**src/rtl/rxf_pkg.sv**
```systemverilog
package rxf_pkg;

  typedef struct packed {
    logic en;
    logic bcast_all;
    logic mcast_all;
    logic ucast_all;
    logic mcast_hash;
    logic ucast_hash;
    logic perfect;
  } rxf_mode_t;

  localparam int unsigned MODE_W   = $bits(rxf_mode_t);
  localparam logic [31:0] CRC_POLY = 32'hEDB8_8320;
  localparam logic [31:0] CRC_INIT = 32'hFFFF_FFFF;

  // One byte of reflected CRC-32, least significant bit first.
  function automatic logic [31:0] crc_step(input logic [31:0] c, input logic [7:0] d);
    logic [31:0] r;
    logic        fb;
    r = c;
    for (int i = 0; i < 8; i++) begin
      fb = r[0] ^ d[i];
      r  = r >> 1;
      if (fb) r = r ^ CRC_POLY;
    end
    return r;
  endfunction

endpackage

```
**src/rtl/rxf_cfg_regs.sv**
```systemverilog
module rxf_cfg_regs
  import rxf_pkg::*;
#(
  parameter int unsigned HASH_WORDS = 16,
  parameter int unsigned WORD_W     = 32,
  parameter int unsigned STA_WORDS  = 2,
  parameter int unsigned IDX_W      = 5
) (
  input  logic                             clk,
  input  logic                             rst_n,
  input  logic                             cfg_wr,
  input  logic                             cfg_sel,
  input  logic [WORD_W-1:0]                cfg_wdata,
  output rxf_mode_t                        mode_o,
  output logic [IDX_W-1:0]                 idx_o,
  output logic [HASH_WORDS*WORD_W-1:0]     hash_tbl_o,
  output logic [STA_WORDS*WORD_W-1:0]      station_o
);

  localparam int unsigned TOTAL_WORDS = HASH_WORDS + STA_WORDS;
  localparam logic [IDX_W-1:0] LAST_IDX = IDX_W'(TOTAL_WORDS - 1);

  rxf_mode_t        mode_q, mode_d;
  logic [IDX_W-1:0] idx_q, idx_d;
  logic             data_we;
  logic             idx_in_range;
  logic [WORD_W-1:0] word_q [TOTAL_WORDS];
  logic [TOTAL_WORDS*WORD_W-1:0] words_flat;
  logic             unused_wdata;

  assign data_we      = cfg_wr & cfg_sel;
  assign idx_in_range = (idx_q <= LAST_IDX);
  assign unused_wdata = ^cfg_wdata[WORD_W-MODE_W-1:IDX_W];

  always_comb begin
    mode_d = mode_q;
    idx_d  = idx_q;
    if (cfg_wr && !cfg_sel) begin
      mode_d = rxf_mode_t'(cfg_wdata[WORD_W-1 -: MODE_W]);
      idx_d  = cfg_wdata[IDX_W-1:0];
    end else if (data_we && idx_in_range) begin
      idx_d = (idx_q == LAST_IDX) ? '0 : idx_q + 1'b1;
    end
  end

  always_ff @(posedge clk or negedge rst_n) begin
    if (!rst_n) begin
      mode_q <= '0;
      idx_q  <= '0;
    end else if (cfg_wr) begin
      mode_q <= mode_d;
      idx_q  <= idx_d;
    end
  end

  for (genvar g = 0; g < TOTAL_WORDS; g++) begin : g_word
    logic word_we;
    assign word_we = data_we && (idx_q == IDX_W'(g));
    always_ff @(posedge clk or negedge rst_n) begin
      if (!rst_n)       word_q[g] <= '0;
      else if (word_we) word_q[g] <= cfg_wdata;
    end
    assign words_flat[g*WORD_W +: WORD_W] = word_q[g];
  end

  assign mode_o     = mode_q;
  assign idx_o      = idx_q;
  assign hash_tbl_o = words_flat[HASH_WORDS*WORD_W-1:0];
  assign station_o  = words_flat[TOTAL_WORDS*WORD_W-1:HASH_WORDS*WORD_W];

endmodule

```
**src/rtl/rxf_addr_capture.sv**
```systemverilog
module rxf_addr_capture
  import rxf_pkg::*;
#(
  parameter int unsigned ADDR_BYTES = 6
) (
  input  logic                    clk,
  input  logic                    rst_n,
  input  logic                    frm_sof,
  input  logic                    byte_vld,
  input  logic [7:0]              byte_data,
  output logic                    last_o,
  output logic [8*ADDR_BYTES-1:0] da_nxt_o,
  output logic [8*ADDR_BYTES-1:0] da_q_o,
  output logic [31:0]             crc_nxt_o
);

  localparam int unsigned ADDR_W = 8 * ADDR_BYTES;
  localparam int unsigned CNT_W  = $clog2(ADDR_BYTES + 1);
  localparam logic [CNT_W-1:0] CNT_FULL = CNT_W'(ADDR_BYTES);

  logic [CNT_W-1:0]  cnt_q, cnt_d, pos;
  logic [ADDR_W-1:0] da_q, da_d;
  logic [31:0]       crc_q, crc_d, crc_base;
  logic              take;

  assign pos      = frm_sof ? '0 : cnt_q;
  assign take     = byte_vld && (frm_sof || cnt_q < CNT_FULL);
  assign crc_base = frm_sof ? CRC_INIT : crc_q;

  always_comb begin
    cnt_d = frm_sof ? '0 : cnt_q;
    da_d  = da_q;
    crc_d = frm_sof ? CRC_INIT : crc_q;
    if (take) begin
      cnt_d = pos + 1'b1;
      da_d  = {da_q[ADDR_W-9:0], byte_data};
      crc_d = crc_step(crc_base, byte_data);
    end
  end

  always_ff @(posedge clk or negedge rst_n) begin
    if (!rst_n) begin
      cnt_q <= '0;
      da_q  <= '0;
      crc_q <= CRC_INIT;
    end else if (take || frm_sof) begin
      cnt_q <= cnt_d;
      da_q  <= da_d;
      crc_q <= crc_d;
    end
  end

  assign last_o    = take && (pos == CNT_W'(ADDR_BYTES - 1));
  assign da_nxt_o  = da_d;
  assign da_q_o    = da_q;
  assign crc_nxt_o = crc_d;

endmodule

```
**src/rtl/rxf_verdict.sv**
```systemverilog
module rxf_verdict
  import rxf_pkg::*;
#(
  parameter int unsigned HASH_WORDS = 16,
  parameter int unsigned WORD_W     = 32,
  parameter int unsigned STA_WORDS  = 2,
  parameter int unsigned ADDR_BYTES = 6
) (
  input  logic                         clk,
  input  logic                         rst_n,
  input  logic                         frm_sof,
  input  logic                         last_i,
  input  logic [8*ADDR_BYTES-1:0]      da_i,
  input  logic [31:0]                  crc_i,
  input  rxf_mode_t                    mode_i,
  input  logic [HASH_WORDS*WORD_W-1:0] hash_tbl_i,
  input  logic [STA_WORDS*WORD_W-1:0]  station_i,
  output logic                         vld_o,
  output logic                         acc_o
);

  localparam int unsigned ADDR_W = 8 * ADDR_BYTES;
  localparam int unsigned HASH_W = $clog2(HASH_WORDS * WORD_W);

  logic [HASH_W-1:0] hash;
  logic              tbl_hit, sta_hit, is_bcast, is_mcast;
  logic              acc_d, vld_d, acc_q, vld_q;
  logic              unused_bits;

  assign hash        = crc_i[31 -: HASH_W];
  assign tbl_hit     = hash_tbl_i[hash];
  assign is_bcast    = &da_i;
  assign is_mcast    = da_i[ADDR_W-8];
  assign unused_bits = ^{crc_i[31-HASH_W:0], station_i[STA_WORDS*WORD_W-1:ADDR_W]};

  always_comb begin
    sta_hit = 1'b1;
    for (int b = 0; b < ADDR_BYTES; b++) begin
      if (da_i[ADDR_W-1-8*b -: 8] != station_i[8*b +: 8]) sta_hit = 1'b0;
    end
  end

  always_comb begin
    if (!mode_i.en)    acc_d = 1'b0;
    else if (is_bcast) acc_d = mode_i.bcast_all;
    else if (is_mcast) acc_d = mode_i.mcast_all | (mode_i.mcast_hash & tbl_hit);
    else               acc_d = mode_i.ucast_all | (mode_i.perfect & sta_hit)
                              | (mode_i.ucast_hash & tbl_hit);
    vld_d = last_i ? 1'b1 : (frm_sof ? 1'b0 : vld_q);
  end

  always_ff @(posedge clk or negedge rst_n) begin
    if (!rst_n) begin
      vld_q <= 1'b0;
      acc_q <= 1'b0;
    end else begin
      vld_q <= vld_d;
      if (last_i) acc_q <= acc_d;
    end
  end

  assign vld_o = vld_q;
  assign acc_o = acc_q;

endmodule

```
**src/rtl/rx_addr_filter.sv**
```systemverilog
module rx_addr_filter
  import rxf_pkg::*;
#(
  parameter int unsigned HASH_WORDS = 16,
  parameter int unsigned WORD_W     = 32,
  parameter int unsigned ADDR_BYTES = 6
) (
  input  logic              clk,
  input  logic              rst_n,
  input  logic              cfg_wr,
  input  logic              cfg_sel,
  input  logic [WORD_W-1:0] cfg_wdata,
  input  logic              frm_sof,
  input  logic              byte_vld,
  input  logic [7:0]        byte_data,
  output logic              verdict_vld,
  output logic              verdict_accept
);

  localparam int unsigned ADDR_W    = 8 * ADDR_BYTES;
  localparam int unsigned STA_WORDS = (ADDR_W + WORD_W - 1) / WORD_W;
  localparam int unsigned IDX_W     = $clog2(HASH_WORDS + STA_WORDS);
  localparam int unsigned LAST_IDX  = HASH_WORDS + STA_WORDS - 1;

  logic [1:0]                   rst_sync_q;
  logic                         rst_int_n;
  rxf_mode_t                    mode_w;
  logic [IDX_W-1:0]             idx_w;
  logic [HASH_WORDS*WORD_W-1:0] hash_tbl_w;
  logic [STA_WORDS*WORD_W-1:0]  station_w;
  logic                         last_w;
  logic [ADDR_W-1:0]            da_nxt_w, da_q_w;
  logic [31:0]                  crc_nxt_w;

  always_ff @(posedge clk or negedge rst_n) begin
    if (!rst_n) rst_sync_q <= '0;
    else        rst_sync_q <= {rst_sync_q[0], 1'b1};
  end
  assign rst_int_n = rst_sync_q[1];

  rxf_cfg_regs #(
    .HASH_WORDS(HASH_WORDS), .WORD_W(WORD_W), .STA_WORDS(STA_WORDS), .IDX_W(IDX_W)
  ) u_cfg (
    .clk(clk), .rst_n(rst_int_n), .cfg_wr(cfg_wr), .cfg_sel(cfg_sel),
    .cfg_wdata(cfg_wdata), .mode_o(mode_w), .idx_o(idx_w),
    .hash_tbl_o(hash_tbl_w), .station_o(station_w)
  );

  rxf_addr_capture #(.ADDR_BYTES(ADDR_BYTES)) u_cap (
    .clk(clk), .rst_n(rst_int_n), .frm_sof(frm_sof), .byte_vld(byte_vld),
    .byte_data(byte_data), .last_o(last_w), .da_nxt_o(da_nxt_w),
    .da_q_o(da_q_w), .crc_nxt_o(crc_nxt_w)
  );

  rxf_verdict #(
    .HASH_WORDS(HASH_WORDS), .WORD_W(WORD_W), .STA_WORDS(STA_WORDS), .ADDR_BYTES(ADDR_BYTES)
  ) u_vrd (
    .clk(clk), .rst_n(rst_int_n), .frm_sof(frm_sof), .last_i(last_w),
    .da_i(da_nxt_w), .crc_i(crc_nxt_w), .mode_i(mode_w),
    .hash_tbl_i(hash_tbl_w), .station_i(station_w),
    .vld_o(verdict_vld), .acc_o(verdict_accept)
  );

endmodule

```
**config.mk**
```make
export PLATFORM = sky130hd
export DESIGN_NAME = rx_addr_filter
export DESIGN_NICKNAME = d
export VERILOG_FILES = /design/src/rtl/rxf_pkg.sv /design/src/rtl/rxf_cfg_regs.sv /design/src/rtl/rxf_addr_capture.sv /design/src/rtl/rxf_verdict.sv /design/src/rtl/rx_addr_filter.sv
export SDC_FILE = /design/constraint.sdc
export NUM_CORES = 1
export LEC_CHECK = 0
export CORE_ASPECT_RATIO = 0.9
export CORE_MARGIN = 2
export CORE_UTILIZATION = 65
export CTS_BUF_LIST = sky130_fd_sc_hd__clkbuf_8
export CTS_CLUSTER_DIAMETER = 120
export DETAILED_ROUTE_END_ITERATION = 10
export PLACE_DENSITY = 0.87
export SLEW_MARGIN = 40
export SYNTH_ARGS = -nofsm -noshare
export SYNTH_HDL_FRONTEND = slang
export SYNTH_HIERARCHICAL = 1
export SYNTH_SLANG_ARGS = --single-unit
```
**constraint.sdc**
```tcl
create_clock -name clk -period 27 [get_ports clk]
set_clock_uncertainty 0.15 [all_clocks]
set_input_delay 5.4 -clock clk [delete_from_list [all_inputs] [get_ports clk]]
set_output_delay 5.4 -clock clk [all_outputs]
set_load 0.05 [all_outputs]
```
==> out/metrics.csv <==
metric;value;unit
syn_area_per_cell;13.3;um2
critPathKind;primary input to flop;
max-slew-margin-rel;33.4;%
cts_resized;0;
die_w;237;um
power_leakage;0.0165;uW
path_clk_slew;0.07;ns
vias;20700;
post-cts-setup-buffers;0;
cts_sinks;659;
routed_wl;84100;um
grt_max_degree;113;
fin_crit;10.35;ns
hp-class;flop to async pin;
whs;0.0798;ns
arrival;10.79;ns
cts_buffers;100;
cap_violations;0;
drv_slew;0;
drive_above_1_share;30.1;%
die_h;213;um
core_area;48000;um2
ctsHoldBuffers;0;
antenna_found_initial;5;
postSynthCellCount;2375;
remaining_drc_errors;0;
dpl_cell_area;32600;um2
grt_pass1_vias;21500;
dieArea;50500;um2
syn_area;31700;um2
grt_usage;34.4;%
area_growth;9.52;%
powerDensity;118;nW/um2
antenna_left;0;
crit_path_end;u_vrd/acc_o$_DFFE_PN0P_;
insertion_delay;0.71;ns
drtIter0Drc;2567;
final_area;34700;um2
worstRegToRegCells;15;
status;complete, no violations;
grt_overflow;0;
critPathLaunchType;primary input;
pin_count;48;
fin_tns_setup;0;ns
io_buffers;47;
initial_core_util;66.0;%
grt_pass1_wl;130000;um
worstPathRequired;27.44;ns
clockBufferDepth;3;
setup.worst_path.start;frm_sof;
routed_via_density;6.71;
timing.rr.end;u_vrd/acc_o$_DFFE_PN0P_;
tightest_slew;0.996;ns
setup_viol;0;
fin_crit_sh;38.3;%
finalNetCount;2445;
syn_nets;2428;
htree_levels;3;
rrSetupSlack;21.46;ns
detailed_place_hpwl;50000;um
root_buffer;clkbuf_8;
hold_viol;0;
num_rows;76;
dr.pass1.iters;5;
timing.rr.start;u_cap/crc_q[2]$_DFFE_PN1P_;
ys_warn_count;6;
ir_drop;0.0000960;V
cp_max_fo;112;
rsz0062_at_grt;no;
cp-end-kind;flop;
wire_per_inst;27.2;um
place_congestion;0.887;
fmax;96.6;MHz
p_total;4100;uW
cts_tree;built;
how the worst min path moves through the flow:
stage	from	end	slack (ns)	cells past startpoint
after floorplan	rst_sync_q[0]$_DFF_PN0_	rst_sync_q[1]$_DFF_PN0_	0.18	0
after global placement	rst_sync_q[0]$_DFF_PN0_	rst_sync_q[1]$_DFF_PN0_	0.20	0
after detailed placement	rst_sync_q[0]$_DFF_PN0_	rst_sync_q[1]$_DFF_PN0_	0.20	0
after CTS	rst_sync_q[0]$_DFF_PN0_	rst_sync_q[1]$_DFF_PN0_	0.22	0
after global routing	rst_sync_q[1]$_DFF_PN0_	u_cfg/hash_tbl_o[287]$_DFFE_PN0P_	0.12	0
final	rst_sync_q[1]$_DFF_PN0_	u_cfg/hash_tbl_o[285]$_DFFE_PN0P_	0.08	0
routing by layer:
| metal | wire [um] | up-vias | track usage (%) |
|---|---|---|---|
| li1 | - | 8555 | - |
| met1 | 33400 | 10700 | 47.9 |
| met2 | 38400 | 1196 | 52.5 |
| met3 | 8490 | 269 | 7.90 |
| met4 | 3890 | 0 | 15.7 |
| met5 | 0 | - | 0 |
worst max-delay path, cell delays in order:
cell	delay (ns)
buf_2	0.08
buf_4	0.49
nor2_1	0.17
xnor2_1	0.54
xnor2_2	0.19
xor2_1	0.22
o2bb2ai_1	0.20
a21oi_4	0.20
buf_12	0.51
buf_4	0.62
mux4_2	0.58
mux4_2	0.46
mux2_2	0.30
a22oi_1	0.25
nand3_1	0.17
a31oi_1	0.22
a21oi_1	0.09
state kept, by name, indices dropped and copies added, names as in the netlist:
register,cells
rst_sync_q,2
u_cap/cnt_q,3
u_cfg/hash_tbl_o,512
u_cap/da_q_o,48
u_cap/crc_q,32
u_cfg/mode_o,7
u_vrd/vld_o,1
u_cfg/station_o,48
u_vrd/acc_o,1
u_cfg/idx_o,5
placed cells by master, fill, tap and decap left out, types with 26 or more instances in the layout:
cell type,instances
dfrtp_1,626
mux2_2,337
nand2_1,255
mux2_1,229
clkbuf_8,121
mux4_2,117
xnor2_1,83
nor2_1,60
inv_1,57
buf_4,46
a21oi_1,40
clkdlybuf4s50_1,32
dfstp_2,32
mux2i_1,32
xor2_1,30
a22oi_1,26
layout make-up:
cell class | count | area [um2]
diodes | 1 | 2.50
clock buffers | 121 | 1670
clock inverters | 54 | 355
fillers | 2938 | 13300
inverters | 23 | 86.3
multi-input cells | 1500 | 14300
flip-flops and latches | 659 | 16500
well taps | 624 | 781
repair buffers | 108 | 996
power by group:
group | internal, uW | leakage, uW | switching (uW)
registers | 1380 | 0.00867 | 232
clock network | 436 | 0.00117 | 396
logic | 805 | 0.00668 | 857
through the flow:
step | setup WS, ns | std cells | utilization (%)
3_5_place_dp | 15.87 | 2910 | 67.8
2_1_floorplan | 7.18 | 2375 | -
5_1_grt | 16.44 | 3089 | 72.2
6_report | 16.65 | 3090 | 72.2
3_3_place_gp | 15.96 | 2907 | 67.8
4_1_cts | 16.58 | 3085 | 72.0
(Power assumes the default switching activity.)
